<file path="src/rtl/qdc_pkg.sv">
package qdc_pkg;

    parameter int EXP_W_DEF    = 15;
    parameter int FRAC_W_DEF   = 112;
    parameter int N_FIELDS_DEF = 8;
    parameter int N_CLASS      = 7;

    // class-select mask bit positions
    localparam int MB_NAN      = 0;
    localparam int MB_INF_POS  = 1;
    localparam int MB_INF_NEG  = 2;
    localparam int MB_ZERO_POS = 3;
    localparam int MB_ZERO_NEG = 4;
    localparam int MB_SUB_POS  = 5;
    localparam int MB_SUB_NEG  = 6;

    typedef enum logic [2:0] {
        K_NORMAL  = 3'd0,
        K_ZERO    = 3'd1,
        K_SUBNORM = 3'd2,
        K_INF     = 3'd3,
        K_NAN     = 3'd4
    } kind_e;

    typedef struct packed {
        logic  sign;
        kind_e kind;
    } opclass_t;

    typedef struct packed {
        logic sign;
        logic rsv_hi;
        logic hit;
        logic rsv_lo;
    } nibble_t;

    localparam int FIELD_W = $bits(nibble_t);

    function automatic nibble_t make_nibble(input logic sign, input logic hit);
        nibble_t n;
        n.sign   = sign;
        n.rsv_hi = 1'b0;
        n.hit    = hit;
        n.rsv_lo = 1'b0;
        return n;
    endfunction

    // one-hot of the sign-qualified class in mask-bit order
    function automatic logic [N_CLASS-1:0] qualify(input opclass_t c);
        logic [N_CLASS-1:0] v;
        v = '0;
        case (c.kind)
            K_NAN:     v[MB_NAN] = 1'b1;
            K_INF:     if (c.sign) v[MB_INF_NEG]  = 1'b1; else v[MB_INF_POS]  = 1'b1;
            K_ZERO:    if (c.sign) v[MB_ZERO_NEG] = 1'b1; else v[MB_ZERO_POS] = 1'b1;
            K_SUBNORM: if (c.sign) v[MB_SUB_NEG]  = 1'b1; else v[MB_SUB_POS]  = 1'b1;
            default:   v = '0;
        endcase
        return v;
    endfunction

endpackage

</file>
<file path="src/rtl/qdc_crfield.sv">
module qdc_crfield
    import qdc_pkg::*;
#(
    parameter int N_FIELDS = N_FIELDS_DEF,
    localparam int CR_W    = N_FIELDS * FIELD_W,
    localparam int SEL_W   = $clog2(N_FIELDS)
) (
    input  logic             clk,
    input  logic             rst,
    input  logic             wr_en,
    input  logic [SEL_W-1:0] sel,
    input  nibble_t          nib,
    output logic [CR_W-1:0]  cr
);

    for (genvar gf = 0; gf < N_FIELDS; gf++) begin : g_field
        logic [FIELD_W-1:0] field_q;
        logic               hit_me;

        assign hit_me = wr_en && (sel == SEL_W'(gf));

        always_ff @(posedge clk) begin
            if (rst)
                field_q <= '0;
            else if (hit_me)
                field_q <= nib;
        end

        // field 0 is the most significant nibble
        assign cr[CR_W-1-gf*FIELD_W -: FIELD_W] = field_q;

        // an unselected field never moves
        assert_field_hold_R8: assert property (@(posedge clk) disable iff (rst)
            !(wr_en && (sel == SEL_W'(gf))) |=> $stable(cr[CR_W-1-gf*FIELD_W -: FIELD_W]));
    end

endmodule

</file>
<file path="config.mk">
export PLATFORM = sky130hd
export DESIGN_NAME = qdc_crfield
export DESIGN_NICKNAME = d
export VERILOG_FILES = /design/src/rtl/qdc_pkg.sv /design/src/rtl/qdc_crfield.sv
export SDC_FILE = /design/constraint.sdc
export NUM_CORES = 1
export LEC_CHECK = 0
export BUFFER_PORTS_ARGS = -buffer_cell sky130_fd_sc_hd__buf_2
export CORE_ASPECT_RATIO = 0.8
export CORE_UTILIZATION = 40
export CTS_BUF_LIST = sky130_fd_sc_hd__clkbuf_4 sky130_fd_sc_hd__clkbuf_8
export DETAILED_ROUTE_END_ITERATION = 12
export GPL_TIMING_DRIVEN = 0
export PLACE_DENSITY_LB_ADDON = 0.08
export SYNTH_ARGS = -nofsm -noshare
export SYNTH_HDL_FRONTEND = slang
export SYNTH_SLANG_ARGS = --single-unit
</file>
<file path="constraint.sdc">
create_clock -name clk -period 1.6 [get_ports clk]
set_input_delay 0.08 -clock clk [delete_from_list [all_inputs] [get_ports clk]]
set_output_delay 0.08 -clock clk [all_outputs]
set_load 0.1 [all_outputs]
</file>
Yosys cells after proc, flatten, opt, wreduce, memory -nomap -nowiden
Cells that the tools add are included.
{"block": "op_classes", "reduce_logical": 9, "n_eq_ne": 7}
{"cell": "3-bit equality test, second input constant", "count": 4}
{"cell": "1-bit logical AND", "count": 8}
{"cell": "3-bit by 2-bit equality test with 1-bit output, second input constant", "count": 2}
{"cell": "3-bit by 1-bit equality test with 1-bit output, second input constant", "count": 1}
{"cell": "3-bit logical NOT", "count": 1}
{"block": "totals", "inputBits": 10, "wordCells": 24, "out_inout_bits": 32, "reg_bits": 32}

Longest topological paths before layout
Gate-level depths: netlist of the first run.
{"block": "depth", "word_depth": 2, "mapped_depth": 4}

Worst setup path before layout of the first run
OpenSTA, ideal clock, no wires.
{"block": "synth_timing", "kind": "reg-to-reg", "startpoint": "register g_field[6].field_q[0] (netlist name)", "endpoint": "register g_field[6].field_q[0]", "required_time_ns": 1.527, "slack_ns": 0.366, "stages_incl_launch_ff": 3, "setup_ns": 0.073, "period_less_slack_ns": 1.234, "t_arrival_ns": 1.160, "path_cell_list": "dfxtp_1 nand2b_1 mux2i_1"}
{"item": "end signal, assigned", "line": "qdc_crfield.sv:26", "text": "field_q <= nib;"}
{"item": "end, declared", "line": "qdc_crfield.sv:17", "text": "logic [FIELD_W-1:0] field_q;"}

Worst setup path after layout of the first run
{"block": "layout_timing", "startpoint": "register g_field[0].field_q[3]", "endpoint": "output cr[31]"}
{"item": "start, declared", "line": "qdc_crfield.sv:17"}
{"item": "start signal, assigned", "line": "qdc_crfield.sv:26"}
{"item": "end, declared", "line": "qdc_crfield.sv:13", "text": "output logic [CR_W-1:0] cr"}
No word-level cell between the ends.

==> flow_summary.yaml, run 1 <==
yosys:
  ys.warnings.count: 0
  synth.cell_area_um2: 1350
  synth-edff-count: 0
  yosysMostFrequentCell: "nand2b_1"
  synthCells: 124
  synth_fp_nets: 134
  seq_area_frac_synth_pct: 47.5
  synthDistinctLibCells: 11
  synth_top_cell_by_area: "dfxtp_1"
  ys.flop_type: "dfxtp_1"
  synth.avg_cell_area_um2: 10.9
  ys_async_sr_fraction_pct: 0
  ys_ff_latch: 32
  synthTopCellsByArea: "dfxtp_1 (47%), mux2i_1 (24%), nand2b_1 (17%)"
  ys_top_cells_by_count: "nand2b_1 (36), dfxtp_1 (32), mux2i_1 (32), clkbuf_1 (11)"
  synth_top_area_share_pct: 47.5
placement:
  gp_congestion: 0.694
  numPortBuffers: 37
  hpwlAfterDp_mm: 1.97
sta:
  finalSetupViolCount: 0
  fin_setup_tns_ns: 0
  min_period_over_period_pct: 71.5
  skew_ns: 0
  worstMarginPinSlew_ns: 0.491
  relSlewSlack_pct: 67.5
  drv_slew: 0
  hold_viol_final: 0
  rsz0062_at_grt: "no"
  fmax_ghz: 0.874
  min_period_ns: 1.14
  hold_ws_ns: 0.179
global_route:
  grt_usage_pct: 18.1
  grt-ovfl-total: 0
  grt_pass1_wl_mm: 4.46
  antenna_found_initial: 0
  grt_max_degree: 11
  grt_pass1_vias: 944
clocking:
  cts_sinks: 32
  clk_latency_ns: 0.28
  clkTransAtPathRegs_ns: 0.06
  cts_made_buffers: 5
  cts_max_level: 2
  post_cts_buffers: 0
  ctsHoldBuffers: 0
  cts_resized: 0
  tritoncts: "done"
  cts.path.max_buffers: 2
  cts-root-buf: "clkbuf_8"
detailed_routing:
  vias: 1003
  antenna_left: 0
  viasPerCell: 4.80
  remaining_drc_errors: 0
  drt_iter0_drc: 26
  wl_per_cell_um: 13.3
  drtPass1Iterations: 4
  wl_mm: 2.79
worst_setup_path:
  path_cells: "buf_2"
  end_kind: "primary output"
  cp-start-kind: "flip-flop"
  worst-setup-path-type: "reg -> out"
  worst_path_largest_cell_delay_ns: 0.43
  crit_family: "buffers and inverters"
  worst_ep_required_time_ns: 1.52
  slowest_stage: "buf_2"
  path_buf_inv: 1
  r2r_setup_slack_ns: 1.00
  cp_data_arrival_time_ns: 1.06
  path_max_fanout: 2
min_path:
  hp-class: "in -> reg"
finish:
  fillers: 317
  drive_gt1_share_pct: 29.6
  area_delta_synth_final_pct: 24.7
  diodes: 0
  largest_reg_flops: 32
  fin_nets: 178
  reg.largest.list: "g_field.field_q: 32 flops"
  largest-register: "g_field.field_q"
run_status:
  outcome: "complete, no violations"
floorplan:
  die_area_um2: 3610
  initial_core_util_pct: 42.8
  std_cell_rows: 18
  die_x_um: 67.0
  ios: 42
  die_y_um: 54.0
  core_area_um2: 3150
job:
  cap_violations: 0
pwr:
  p_per_area_nw_per_um2: 1030
  vdd_ir_drop_max_v: 0.000601
  power.leakage_nw: 0.900
-- logic make-up (layout without fill, tap and decap cells) --
kind of cell	Yosys count	in the layout	synth area share, %
buffers and inverters	15	60	5.47
DFF	32	32	47.5
muxes	32	32	23.7
and+or+nand+nor	45	45	23.4
-- path summary, 6_finish.rpt --
kind                            cells after the start                    end                   from
worst min register to register                      2  g_field[5].field_q[0]  g_field[5].field_q[0]
worst max register to register                      2  g_field[0].field_q[3]  g_field[0].field_q[3]
worst max-delay path                                1                 cr[31]  g_field[0].field_q[3]
worst min-delay path                                3  g_field[7].field_q[3]                    rst
-- power by group --
group | internal [W] | switching (W) | leakage [nW]
sequential | 0.000815 | 0.00000835 | 0.259
combinational | 0.0000633 | 0.000189 | 0.589
clock | 0.000384 | 0.000274 | 0.0523
total | 0.00126 | 0.000472 | 0.900
-- cell usage in the layout (no fill, tap or decap) --
master / n
buf_2: 39
nand2b_1: 36
mux2i_1: 32
dfxtp_1: 32
clkbuf_1: 11
clkbuf_8: 6
nand4b_1: 3
nand4bb_1: 3
buf_6: 2
clkbuf_4: 2
and4b_1: 1
nand4_1: 1
or4b_4: 1
-- metal layers --
layer  up-vias  share of wire (%)  track usage, %  routed length [um]
met4         0                1.8            8.51                  51
li1        497                  -               -                   -
met1       474                 48            21.7                1330
met3         6                6.0            7.63                 166
met5         -                  0               0                   0
met2        26                 44            28.3                1240
-- through the flow --
stage	std cells	total power [W]	setup WS (ns)	area, um^2	utilization (%)
finish	209	0.00173	0.455	1680	53.4
global route	209	0.00180	0.414	1680	53.4
CTS	209	0.00175	0.456	1680	53.4
detailed placement	201	0.00109	0.446	1590	50.3
global placement	201	0.00109	0.460	1590	50.3
floorplan	124	0.00105	0.366	1350	-
-- layout make-up --
| type | count | area (um^2) | area share (%) |
|---|---|---|---|
| sequential | 32 | 641 | 38.1 |
| multi-input combinational | 77 | 636 | 37.8 |
| buffer | 15 | 73.8 | 4.39 |
| timing repair buffer | 37 | 185 | 11.0 |
| clock buffer | 8 | 97.6 | 5.80 |
| tap | 40 | 50.0 | 2.97 |
Power figures use the tool's default switching activity.
==> inputs of run 2 (changes only) <==
==> constraint.sdc (replaced) <==
create_clock -name clk -period 1.19 [get_ports clk]
set_input_delay 0.0595 -clock clk [delete_from_list [all_inputs] [get_ports clk]]
set_output_delay 0.0595 -clock clk [all_outputs]
set_load 0.1 [all_outputs]
==> run 2 against run 1 <==
Effect of this change: clock-buffer cell count unchanged; first-iteration DRC count rose by 38%; sequential share of layout area increased by 1.4 points; clock power rose by 35%; non-clock buffer count unchanged; core utilization is 1.3 points higher; sequential cell count is the same; design area is 2.4% higher; critical path type unchanged.
==> flow_summary.yaml, run 2 (synthesis results as in run 1) <==
placement:
  numPortBuffers: 37
  dp.cells: 201
  placed_cell_area_um2: 1630
  hpwlAfterDp_mm: 1.97
  gp_congestion: 0.670
floorplan:
  initial_core_util_pct: 42.8
  die_y_um: 54.0
  die_x_um: 67.0
  core_area_um2: 3150
  std_cell_rows: 18
  die_area_um2: 3610
  ios: 42
clocking:
  ctsHoldBuffers: 0
  cts.path.max_buffers: 2
  cts_made_buffers: 5
  cts_resized: 0
  cts_max_level: 2
  tritoncts: "done"
  clkTransAtPathRegs_ns: 0.06
  post_cts_buffers: 0
  clk_latency_ns: 0.28
  cts_sinks: 32
  cts-root-buf: "clkbuf_8"
worst_setup_path:
  path_buf_inv: 1
  cp-start-kind: "flip-flop"
  cp_data_arrival_time_ns: 1.03
  worst_ep_required_time_ns: 1.13
  worst_path_largest_cell_delay_ns: 0.42
  worst-setup-path-type: "reg -> out"
  end_kind: "primary output"
  path_max_fanout: 2
  path_cells: "buf_2"
  slowest_stage: "buf_2"
  crit_family: "buffers and inverters"
sta:
  fmax_ghz: 0.916
  finalSetupViolCount: 0
  hold_ws_ns: 0.134
  rsz0062_at_grt: "no"
  hold_viol_final: 0
  min_period_over_period_pct: 91.7
  worstMarginPinSlew_ns: 0.491
  drv_slew: 0
  relSlewSlack_pct: 67.5
  fin_setup_tns_ns: 0
  skew_ns: 0
  min_period_ns: 1.09
detailed_routing:
  drtPass1Iterations: 4
  antenna_left: 0
  vias: 986
  remaining_drc_errors: 0
  viasPerCell: 4.72
  wl_mm: 2.82
  drt_iter0_drc: 36
  wl_per_cell_um: 13.5
global_route:
  grt_pass1_wl_mm: 4.43
  grt-ovfl-total: 0
  grt_max_degree: 11
  grt_usage_pct: 17.7
  antenna_found_initial: 0
  grt_pass1_vias: 984
job:
  cap_violations: 0
finish:
  largest_reg_flops: 32
  area_delta_synth_final_pct: 27.6
  final_cell_mix: "buf_2 (39), nand2b_1 (36), mux2i_1 (32), dfxtp_2 (32), clkbuf_1 (11)"
  largest-register: "g_field.field_q"
  fin_nets: 178
  diodes: 0
  final_common_cell: "buf_2"
  final_cells: 209
  fin_area_um2: 1720
  drive_gt1_share_pct: 48.5
  reg.largest.list: "g_field.field_q: 32 flops"
run_status:
  outcome: "complete, no violations"
min_path:
  hp-class: "in -> reg"
pwr:
  p_per_area_nw_per_um2: 1360
  vdd_ir_drop_max_v: 0.000726
  p_total_w: 0.00234
  power.leakage_nw: 0.915
run 2: cell count changes in the layout (fill, tap and decap cells not counted):
cell and change:
dfxtp_1 -32, dfxtp_2 +32
run 2: final timing paths:
kind / start / endpoint / slack [ns] / cells after the start
worst max-delay path: g_field[6].field_q[3] / cr[7] / 0.1 / 1
worst min-delay path: rst / g_field[6].field_q[3] / 0.13 / 3
worst max register to register: g_field[5].field_q[3] / g_field[5].field_q[3] / 0.57 / 2
worst min register to register: g_field[5].field_q[0] / g_field[5].field_q[0] / 0.47 / 2
run 2: through the flow:
step | utilization (%) | worst slack (ns)
global route | 54.6 | 0.0698
global placement | 51.5 | 0.0645
floorplan | - | 0.119
CTS | 54.6 | 0.0850
detailed placement | 51.5 | 0.0409
finish | 54.6 | 0.0985
run 2: final cells by class:
cell class / instances / area [um^2]
multi-input combinational: 77 / 636
fill: 312 / 1430
tap: 40 / 50.0
sequential: 32 / 681
clock buffer: 8 / 97.6
buffer: 15 / 73.8
timing repair buffer: 37 / 185
run 2: layer usage:
layer / global-route usage, % / wire [um] / vias to the layer above
met5: 0 / 0 / -
met4: 9.57 / 63 / 0
met3: 5.08 / 135 / 7
met2: 27.6 / 1290 / 28
met1: 22.1 / 1330 / 456
li1: - / - / 495
run 2: power breakdown:
part	switching [W]	leakage, nW	internal [W]
registers	0.0000112	0.275	0.00110
clock network	0.000374	0.0523	0.000517
logic	0.000254	0.589	0.0000853
total	0.000639	0.915	0.00170
==> inputs of run 3 (changes only) <==
--- a/config.mk
+++ b/config.mk
@@ -5,7 +5,7 @@
 export SDC_FILE = /design/constraint.sdc
 export NUM_CORES = 1
 export LEC_CHECK = 0
-export BUFFER_PORTS_ARGS = -buffer_cell sky130_fd_sc_hd__buf_2
+export BUFFER_PORTS_ARGS = -buffer_cell sky130_fd_sc_hd__clkbuf_2
 export CORE_ASPECT_RATIO = 0.8
 export CORE_UTILIZATION = 40
 export CTS_BUF_LIST = sky130_fd_sc_hd__clkbuf_4 sky130_fd_sc_hd__clkbuf_8
==> run 3 against run 2 <==
Effect of this change: via count grew 0.61%; clock-buffer cell count stayed put; global-route usage down 0.69 points; die area did not move; largest cell class unchanged.
==> flow_summary.yaml, run 3 (synthesis results as in run 1) <==
global_route:
  grt_usage_pct: 17.0
  grt_max_degree: 11
  grt_pass1_wl_mm: 4.25
  antenna_found_initial: 0
  grt_pass1_vias: 923
  grt-ovfl-total: 0
floorplan:
  core_area_um2: 3150
  std_cell_rows: 18
  initial_core_util_pct: 42.8
  ios: 42
  die_y_um: 54.0
  die_area_um2: 3610
  die_x_um: 67.0
finish:
  largest_reg_flops: 32
  fin_nets: 178
  fin_area_um2: 1720
  drive_gt1_share_pct: 48.5
  final_common_cell: "clkbuf_2"
  diodes: 0
  final_cells: 209
  largest-register: "g_field.field_q"
  area_delta_synth_final_pct: 27.6
  final_cell_mix: "clkbuf_2 (37), nand2b_1 (36), mux2i_1 (32), dfxtp_2 (32), clkbuf_1 (11)"
  reg.largest.list: "g_field.field_q: 32 flops"
worst_setup_path:
  path_max_fanout: 2
  worst-setup-path-type: "reg -> out"
  slowest_stage: "clkbuf_2"
  r2r_start: "g_field[5].field_q[1]"
  cp_data_arrival_time_ns: 1.06
  crit_path_start: "g_field[6].field_q[3]"
  cp-start-kind: "flip-flop"
  path_buf_inv: 1
  path_cells: "clkbuf_2"
  crit_family: "buffers and inverters"
  end_kind: "primary output"
  worst_path_largest_cell_delay_ns: 0.45
  worst_ep_required_time_ns: 1.13
min_path:
  hp-class: "in -> reg"
  min-delay-start: "rst"
sta:
  rsz0062_at_grt: "no"
  finalSetupViolCount: 0
  setup_slack_ns: 0.0688
  hold_viol_final: 0
  drv_slew: 0
  hold_ws_ns: 0.153
  fin_setup_tns_ns: 0
  min_period_over_period_pct: 94.2
  skew_ns: 0
  worstMarginPinSlew_ns: 0.548
  min_period_ns: 1.12
  fmax_ghz: 0.892
  relSlewSlack_pct: 63.6
clocking:
  post_cts_buffers: 0
  cts-root-buf: "clkbuf_8"
  ctsHoldBuffers: 0
  cts_sinks: 32
  tritoncts: "done"
  cts_made_buffers: 5
  cts_max_level: 2
  cts.path.max_buffers: 2
  clkTransAtPathRegs_ns: 0.06
  cts_resized: 0
  clk_latency_ns: 0.28
pwr:
  power.leakage_nw: 0.888
  p_per_area_nw_per_um2: 1360
  vdd_ir_drop_max_v: 0.000713
run_status:
  outcome: "complete, no violations"
detailed_routing:
  remaining_drc_errors: 0
  drtPass1Iterations: 4
  viasPerCell: 4.75
  wl_per_cell_um: 13.4
  wl_mm: 2.79
  antenna_left: 0
  drt_iter0_drc: 17
  vias: 992
placement:
  dp.cells: 201
  preCtsSetupSlack_ns: 0.0351
  placed_cell_area_um2: 1630
  numPortBuffers: 37
  gp_congestion: 0.669
  hpwlAfterDp_mm: 1.97
job:
  cap_violations: 0
==> run 3: cell type report <==
cell class | instances | area [um^2]
well taps | 40 | 50.0
clock buffers | 8 | 97.6
fillers | 310 | 1430
multi-input cells | 77 | 636
repair buffers | 37 | 185
plain buffers | 15 | 73.8
flip-flops and latches | 32 | 681
==> run 3: where the power goes <==
part	total (W)	switching (W)	internal, W
logic	0.000339	0.000255	0.0000844
clock network	0.000887	0.000371	0.000516
registers	0.00111	0.0000117	0.00110
==> run 3: final timing paths <==
check / slack [ns] / endpoint / cells past startpoint
hold reg to reg: 0.47 / g_field[5].field_q[0] / 2
hold / removal: 0.15 / g_field[6].field_q[3] / 3
setup / recovery: 0.07 / cr[7] / 1
setup reg to reg: 0.59 / g_field[5].field_q[1] / 2
==> run 3: metal layers <==
layer	wire length [um]	share of wire (%)	vias up	global-route usage, %
li1	-	-	500	-
met2	1250	45	27	25.8
met3	169	6.1	7	5.72
met5	0	0	-	0
met4	42	1.5	0	8.51
met1	1330	48	458	21.5
==> run 3: through the flow <==
step | util, % | power, W
after floorplan | - | 0.00141
after global placement | 51.5 | 0.00147
after detailed placement | 51.5 | 0.00148
after CTS | 54.6 | 0.00236
after global routing | 54.6 | 0.00242
final | 54.6 | 0.00234
==> run 3: worst reg2reg max path: cells and delay by family (launching register included) <==
family,cells,cell delay (ns)
DFF,1,0.33
muxes,1,0.15
and+or+nand+nor,1,0.05
